`config.mk`:
```
export PLATFORM = sky130hd
export DESIGN_NAME = sdram_lp_seq
export DESIGN_NICKNAME = d
export VERILOG_FILES = /design/src/rtl/sdram_lp_pkg.sv /design/src/rtl/sdram_lp_timer.sv /design/src/rtl/sdram_lp_cmd_reg.sv /design/src/rtl/sdram_lp_seq.sv
export SDC_FILE = /design/constraint.sdc
export NUM_CORES = 1
export LEC_CHECK = 0
export ABC_AREA = 1
export BUFFER_PORTS_ARGS = -buffer_cell sky130_fd_sc_hd__clkbuf_2
export CAP_MARGIN = 40
export CORE_ASPECT_RATIO = 0.7
export CORE_MARGIN = 2
export CORE_UTILIZATION = 55
export CTS_BUF_LIST = sky130_fd_sc_hd__clkbuf_8
export CTS_CLUSTER_DIAMETER = 120
export CTS_CLUSTER_SIZE = 20
export DETAILED_ROUTE_END_ITERATION = 12
export HOLD_SLACK_MARGIN = 0.1
export PLACE_DENSITY = 0.77
export SYNTH_ARGS = -nofsm -noshare
export SYNTH_HDL_FRONTEND = slang
export SYNTH_SLANG_ARGS = --single-unit
```
`constraint.sdc`:
```
create_clock -name clk_i -period 1.4 [get_ports clk_i]
set_clock_uncertainty 0.05 [all_clocks]
set_input_delay 0.14 -clock clk_i [delete_from_list [all_inputs] [get_ports clk_i]]
set_output_delay 0.14 -clock clk_i [all_outputs]
set_load 0.02 [all_outputs]
```
`src/rtl/sdram_lp_pkg.sv`:
```
package sdram_lp_pkg;

  typedef struct packed {
    logic cs_n;
    logic ras_n;
    logic cas_n;
    logic we_n;
  } sd_cmd_t;

  localparam sd_cmd_t CMD_NOP   = 4'b0111;
  localparam sd_cmd_t CMD_DESEL = 4'b1111;
  localparam sd_cmd_t CMD_PRE   = 4'b0010;
  localparam sd_cmd_t CMD_REF   = 4'b0001;

  typedef enum logic [2:0] {
    ST_NORM,
    ST_PD,
    ST_PD_EXIT,
    ST_PRE_WAIT,
    ST_SR,
    ST_SR_EXIT
  } lp_state_t;

  typedef enum logic [1:0] {
    MODE_NONE = 2'b00,
    MODE_PPD  = 2'b01,
    MODE_APD  = 2'b10,
    MODE_SR   = 2'b11
  } lp_mode_t;

  localparam int TMR_RP    = 0;
  localparam int TMR_PDEX  = 1;
  localparam int TMR_XSR   = 2;
  localparam int TMR_PDMAX = 3;
  localparam int N_TMR     = 4;

endpackage

```
`src/rtl/sdram_lp_timer.sv`:
```
module sdram_lp_timer #(
  parameter int W = 8
) (
  input  logic         clk_i,
  input  logic         rst_ni,
  input  logic         load_i,
  input  logic [W-1:0] val_i,
  output logic         done_o
);
  logic [W-1:0] cnt_q;

  always_ff @(posedge clk_i or negedge rst_ni) begin
    if (!rst_ni)              cnt_q <= '0;
    else if (load_i)          cnt_q <= val_i;
    else if (cnt_q != '0)     cnt_q <= cnt_q - 1'b1;
  end

  assign done_o = (cnt_q == '0);
endmodule

```
`src/rtl/sdram_lp_cmd_reg.sv`:
```
module sdram_lp_cmd_reg
  import sdram_lp_pkg::*;
(
  input  logic    clk_i,
  input  logic    rst_ni,
  input  sd_cmd_t cmd_d,
  input  logic    cke_d,
  input  logic    a10_d,
  output sd_cmd_t cmd_q,
  output logic    cke_q,
  output logic    a10_q
);
  always_ff @(posedge clk_i or negedge rst_ni) begin
    if (!rst_ni) begin
      cmd_q <= CMD_NOP;
      cke_q <= 1'b1;
      a10_q <= 1'b0;
    end else begin
      cmd_q <= cmd_d;
      cke_q <= cke_d;
      a10_q <= a10_d;
    end
  end
endmodule

```
`src/rtl/sdram_lp_seq.sv`:
```
module sdram_lp_seq
  import sdram_lp_pkg::*;
#(
  parameter int T_RP    = 3,
  parameter int T_PDEX  = 2,
  parameter int T_XSR   = 10,
  parameter int T_PDMAX = 50
) (
  input  logic       clk_i,
  input  logic       rst_ni,
  input  logic       req_sleep_i,
  input  logic       req_selfref_i,
  input  logic       req_wake_i,
  input  logic       bank_open_i,
  output logic       ack_o,
  output logic       ready_o,
  output logic       refresh_due_o,
  output logic [1:0] pd_mode_o,
  output logic       cke_o,
  output logic       cs_n_o,
  output logic       ras_n_o,
  output logic       cas_n_o,
  output logic       we_n_o,
  output logic       a10_o
);

  localparam int T_MAX_A = (T_RP > T_PDEX) ? T_RP : T_PDEX;
  localparam int T_MAX_B = (T_XSR > T_PDMAX) ? T_XSR : T_PDMAX;
  localparam int T_MAX   = (T_MAX_A > T_MAX_B) ? T_MAX_A : T_MAX_B;
  localparam int TW      = $clog2(T_MAX + 1);

  initial begin
    if (T_RP < 1 || T_PDEX < 1 || T_XSR < 1 || T_PDMAX < 1)
      $error("timing parameters must be at least 1");
  end

  function automatic int tmr_cycles(int idx);
    case (idx)
      TMR_RP:   return T_RP;
      TMR_PDEX: return T_PDEX;
      TMR_XSR:  return T_XSR;
      default:  return T_PDMAX;
    endcase
  endfunction

  lp_state_t       state_q, state_d;
  logic            apd_q, apd_d;
  logic            ack_q, due_q;
  logic [N_TMR-1:0] tmr_load, tmr_done;
  logic            accept, forced;
  sd_cmd_t         cmd_d, cmd_q;
  logic            cke_d, a10_d;

  // one down-counter per timing
  for (genvar g = 0; g < N_TMR; g++) begin : g_tmr
    localparam logic [TW-1:0] LOAD_VAL = TW'(tmr_cycles(g) - 1);
    sdram_lp_timer #(.W(TW)) u_tmr (
      .clk_i  (clk_i),
      .rst_ni (rst_ni),
      .load_i (tmr_load[g]),
      .val_i  (LOAD_VAL),
      .done_o (tmr_done[g])
    );
  end

  always_comb begin
    state_d  = state_q;
    apd_d    = apd_q;
    cmd_d    = CMD_NOP;
    cke_d    = 1'b1;
    a10_d    = 1'b0;
    tmr_load = '0;
    accept   = 1'b0;
    forced   = 1'b0;
    unique case (state_q)
      ST_NORM: begin
        if (req_selfref_i) begin
          accept = 1'b1;
          if (bank_open_i) begin
            state_d          = ST_PRE_WAIT;
            cmd_d            = CMD_PRE;
            a10_d            = 1'b1;
            tmr_load[TMR_RP] = 1'b1;
          end else begin
            state_d = ST_SR;
            cmd_d   = CMD_REF;
            cke_d   = 1'b0;
          end
        end else if (req_sleep_i) begin
          accept              = 1'b1;
          state_d             = ST_PD;
          cke_d               = 1'b0;
          apd_d               = bank_open_i;
          tmr_load[TMR_PDMAX] = 1'b1;
        end
      end
      ST_PD: begin
        cke_d = 1'b0;
        if (req_wake_i || tmr_done[TMR_PDMAX]) begin
          accept             = req_wake_i;
          forced             = !req_wake_i;
          state_d            = ST_PD_EXIT;
          cke_d              = 1'b1;
          tmr_load[TMR_PDEX] = 1'b1;
        end
      end
      ST_PD_EXIT: begin
        if (tmr_done[TMR_PDEX]) state_d = ST_NORM;
      end
      ST_PRE_WAIT: begin
        if (tmr_done[TMR_RP]) begin
          state_d = ST_SR;
          cmd_d   = CMD_REF;
          cke_d   = 1'b0;
        end
      end
      ST_SR: begin
        cke_d = 1'b0;
        cmd_d = CMD_DESEL;
        if (req_wake_i) begin
          accept            = 1'b1;
          state_d           = ST_SR_EXIT;
          cke_d             = 1'b1;
          cmd_d             = CMD_NOP;
          tmr_load[TMR_XSR] = 1'b1;
        end
      end
      ST_SR_EXIT: begin
        if (tmr_done[TMR_XSR]) state_d = ST_NORM;
      end
      default: state_d = ST_NORM;
    endcase
  end

  always_ff @(posedge clk_i or negedge rst_ni) begin
    if (!rst_ni) begin
      state_q <= ST_NORM;
      apd_q   <= 1'b0;
      ack_q   <= 1'b0;
      due_q   <= 1'b0;
    end else begin
      state_q <= state_d;
      apd_q   <= apd_d;
      ack_q   <= accept;
      if (forced)                 due_q <= 1'b1;
      else if (state_q == ST_NORM) due_q <= 1'b0;
    end
  end

  sdram_lp_cmd_reg u_cmd (
    .clk_i  (clk_i),
    .rst_ni (rst_ni),
    .cmd_d  (cmd_d),
    .cke_d  (cke_d),
    .a10_d  (a10_d),
    .cmd_q  (cmd_q),
    .cke_q  (cke_o),
    .a10_q  (a10_o)
  );

  always_comb begin
    unique case (state_q)
      ST_PD:   pd_mode_o = apd_q ? MODE_APD : MODE_PPD;
      ST_SR:   pd_mode_o = MODE_SR;
      default: pd_mode_o = MODE_NONE;
    endcase
  end

  assign ready_o       = (state_q == ST_NORM);
  assign ack_o         = ack_q;
  assign refresh_due_o = due_q;
  assign cs_n_o        = cmd_q.cs_n;
  assign ras_n_o       = cmd_q.ras_n;
  assign cas_n_o       = cmd_q.cas_n;
  assign we_n_o        = cmd_q.we_n;

endmodule

```
==> metrics.log <==
[metrics] number of standard cells after synthesis: 223
[metrics] kind of start point of the critical path: flip-flop
[metrics] area taken by multi-input logic gates: 1090 um^2
[metrics] Setup crit end kind: flip-flop
[metrics] Max-slew headroom: 68.2%
[metrics] Clk Latency, worst-skew pair: 290 ps
[metrics] TNS Setup: -1520 ps
[metrics] number of buffers inserted by port buffering: 16
[metrics] most common library cell in the layout ignoring fill and taps: sky130_fd_sc_hd__buf_4
[metrics] # rows: 18
[metrics] wire length on met2: 2900 um
[metrics] Antenna Violating Nets Remaining: 0
[metrics] peak per-stage delay on the critical path: 410 ps
[metrics] routed metal-1 wire length: 2440 um
[metrics] Post-DP Area: 2200 um^2
[metrics] peak fanout along the critical path: 5
[metrics] average via count per standard cell: 5.58
[metrics] floorplan die height: 54.0 um
[metrics] total number of yosys warnings: 0
[metrics] crit share post-route: 109%
[metrics] final wirelength: 6120 um
[metrics] Longest Clk Path Bufs: 2
[metrics] detailed-routing iteration count for the pre-antenna-repair pass: 5
[metrics] maximum resistive drop on vdd: 1.26 mV
[metrics] standard cell core area: 3470 um^2
[metrics] highest-count cells in the layout ignoring fill and taps: sky130_fd_sc_hd__buf_4, sky130_fd_sc_hd__dfrtp_1, sky130_fd_sc_hd__nand2_1
[metrics] status: finished with violations
[metrics] core occupancy in the finished layout: 80.7%
[metrics] reg-to-reg critical path startpoint: state_q[1]
[metrics] chip width: 75.4 um
[metrics] first element of the critical path: state_q[1]
[metrics] cell seen most often among critical-path stages: sky130_fd_sc_hd__buf_4
[metrics] Cell Pwr Density: 2580 nW/um^2
[metrics] final instance area: 2800 um^2
[metrics] topmost layer with routed signal wires: met4
[metrics] antenna violations before repair: 0
[metrics] total congestion overflow: 0
[metrics] number of distinct standard cells referenced by the synthesized netlist: 33
[metrics] Final GP Congestion: 0.858
[metrics] post-synthesis sequential area ratio: 46.2%
[metrics] initial DRC count: 253
[metrics] net count after synthesis: 237
[metrics] setup slack at placement: -72.4 ps
[metrics] biggest area consumer among synthesized cells: sky130_fd_sc_hd__dfrtp_1
[metrics] leading post-synthesis cells by cell area: sky130_fd_sc_hd__dfrtp_1, sky130_fd_sc_hd__nand2_1, sky130_fd_sc_hd__dfstp_2
[metrics] Reg clk slew, reported paths: 80 ps
[metrics] Setup WS post-layout: -133 ps
[metrics] area share of the largest cell type after synthesis: 40.8%
[metrics] slew at the pin with the worst max-slew slack: 473 ps
[metrics] violations in the final reports: setup timing
[metrics] Hold Fails Final Rpt: 0
[metrics] Min-Delay Path Class: input port to flip-flop
[metrics] Post-DP HPWL: 2860 um
[metrics] critical path type: flip-flop to flip-flop
[metrics] global-route wire length before repair: 7660 um
[metrics] number of clock buffers inserted by TritonCTS: 5
[metrics] largest net degree at the start of global routing: 37
[metrics] post-layout minimum cycle time: 1530 ps
[metrics] setup repair after global routing missed its margin: yes
[metrics] mean area per synthesized cell: 8.80 um^2
[metrics] I/O pin cnt: 17
[metrics] H-tree depth reported by CTS: 2
[metrics] clock tree from TritonCTS: done
[metrics] total via count after detailed routing: 1892
[metrics] number of remaining DRC errors: 0
[metrics] launch instance of the worst min-delay path: req_wake_i
[metrics] average wire per cell in the routed design: 18.1 um
[metrics] met3 routed WL: 528 um
[metrics] global-route total usage across every layer: 25.9%
[metrics] filler cell count in the final layout: 190
[metrics] Clock Sink Count: 36
[metrics] list of cells traversed by the critical path: buf_6 > nor2_4 > nand2_4 > buf_4 > buf_4 > o211ai_1 > inv_1 > o21ai_2
[metrics] library cell used as clock root buffer: sky130_fd_sc_hd__clkbuf_8
[metrics] crit path max-delay cell type: sky130_fd_sc_hd__dfrtp_1
[metrics] number of global-route vias before repair: 1682
[metrics] signal arrival time at the worst endpoint: 1710 ps
[metrics] area taken by flip-flops and latches: 908 um^2
[metrics] Slew Viols, Final: 0
[metrics] max-cap violation count: 0
[metrics] Final setup violation count: 23
[metrics] fmax: 0.653 GHz
[metrics] Final nets: 302
[metrics] leakage power figure: 1.43 nW
[metrics] required time at the worst-slack endpoint: 1570 ps
[metrics] share of cells above drive strength 1: 47.1%
[metrics] Area Growth Syn to Fin: 42.7%
[metrics] initial cell density of the core: 56.6%
[metrics] die area: 4070 um^2
[metrics] flip-flop and latch count after synthesis: 36
[metrics] Antenna Diode Count: 0
[metrics] Post-Synthesis Cell Area: 1960 um^2
-- stage by stage --
step	cells	hold WS [ps]	power, mW
2_1_floorplan	223	-206	3.92
3_3_place_gp	302	151	4.65
3_5_place_dp	302	155	4.76
4_1_cts	329	120	6.29
5_1_grt	339	138	7.67
6_report	339	127	7.21
-- kinds of logic after synthesis --
family	Yosys count	share of synthesized area, %
adder cells (fa/ha/maj)	8	5.10
AND/OR/NAND/NOR	105	28.0
flip-flops	36	46.2
AO/OA/AOI/OAI	26	8.16
XOR/XNOR	12	5.36
buffers and inverters	36	7.21
-- where the power goes --
group / leakage, nW / internal [mW] / total [mW] / switching [mW]
sequential: 0.432 / 1.56 / 1.97 / 0.412
combinational: 0.940 / 1.94 / 4.33 / 2.39
clock: 0.0541 / 0.527 / 0.911 / 0.384
total: 1.43 / 4.03 / 7.21 / 3.19
-- critical path: cells and delay by family (launching register included) --
kind,cells,cell delay (ps)
compound gates,2,210
simple gates,2,270
buf+inv,4,520
flops,1,410
-- flip-flops by register name (all words and copies together) (netlist names) --
register / flops
ack_o: 1
refresh_due_o: 1
u_cmd.cmd_q: 4
u_cmd.cke_q: 1
g_tmr.u_tmr.cnt_q: 24
apd_q: 1
state_q: 3
u_cmd.a10_q: 1
-- cells in the mapped netlist (all sizes together) --
| cell | number |
|---|---|
| nand2 | 47 |
| inv | 35 |
| nor2 | 33 |
| dfrtp | 32 |
| nand3 | 13 |
| o21ai | 13 |
| xor2 | 11 |
| ha | 8 |
| a21oi | 6 |
| nor3 | 5 |
| dfstp | 4 |
| and3 | 3 |
| nand4 | 3 |
| a211oi | 2 |
| a22oi | 1 |
| a31oi | 1 |
| buf | 1 |
| nand3b | 1 |
| o211ai | 1 |
| o221ai | 1 |
| o22ai | 1 |
| xnor2 | 1 |
-- routing by layer --
layer	up-vias	GRT usage (%)
met5	-	0
li1	840	-
met2	138	42.8
met3	35	8.43
met1	879	30.3
met4	0	13.7
-- area by class of cell --
class                   count  share of cell area [%]
clock buffers               5                    2.46
clock inverters             3                    1.52
inverters                  35                    5.05
multi-input cells         151                    39.0
flip-flops and latches     36                    32.5
well taps                  50                    2.24
repair buffers             59                    17.3
-- path summary, 6_finish.rpt --
kind	end	slack, ps	cells after the start
setup reg to reg	u_cmd.cmd_q[2]	-130	8
hold / removal	g_tmr[1].u_tmr.cnt_q[0]	130	3
hold reg to reg	refresh_due_o	460	2
min in group asynchronous	g_tmr[1].u_tmr.cnt_q[1]	370	3
setup / recovery	u_cmd.cmd_q[2]	-130	8
max in group asynchronous	u_cmd.cmd_q[0]	590	3
-- what timing repair did --
| action | in CTS | in global routing |
|---|---|---|
| resized for setup | 24 | 47 |
| gates cloned | 0 | 0 |
| buffers inserted | 16 | 12 |
| hold buffers | 3 | 0 |
| endpoints found under the hold margin | 34 | 0 |
| pin swaps | 7 | 20 |
| endpoints found under the setup margin | 10 | 29 |
(Power assumes the default switching activity.)
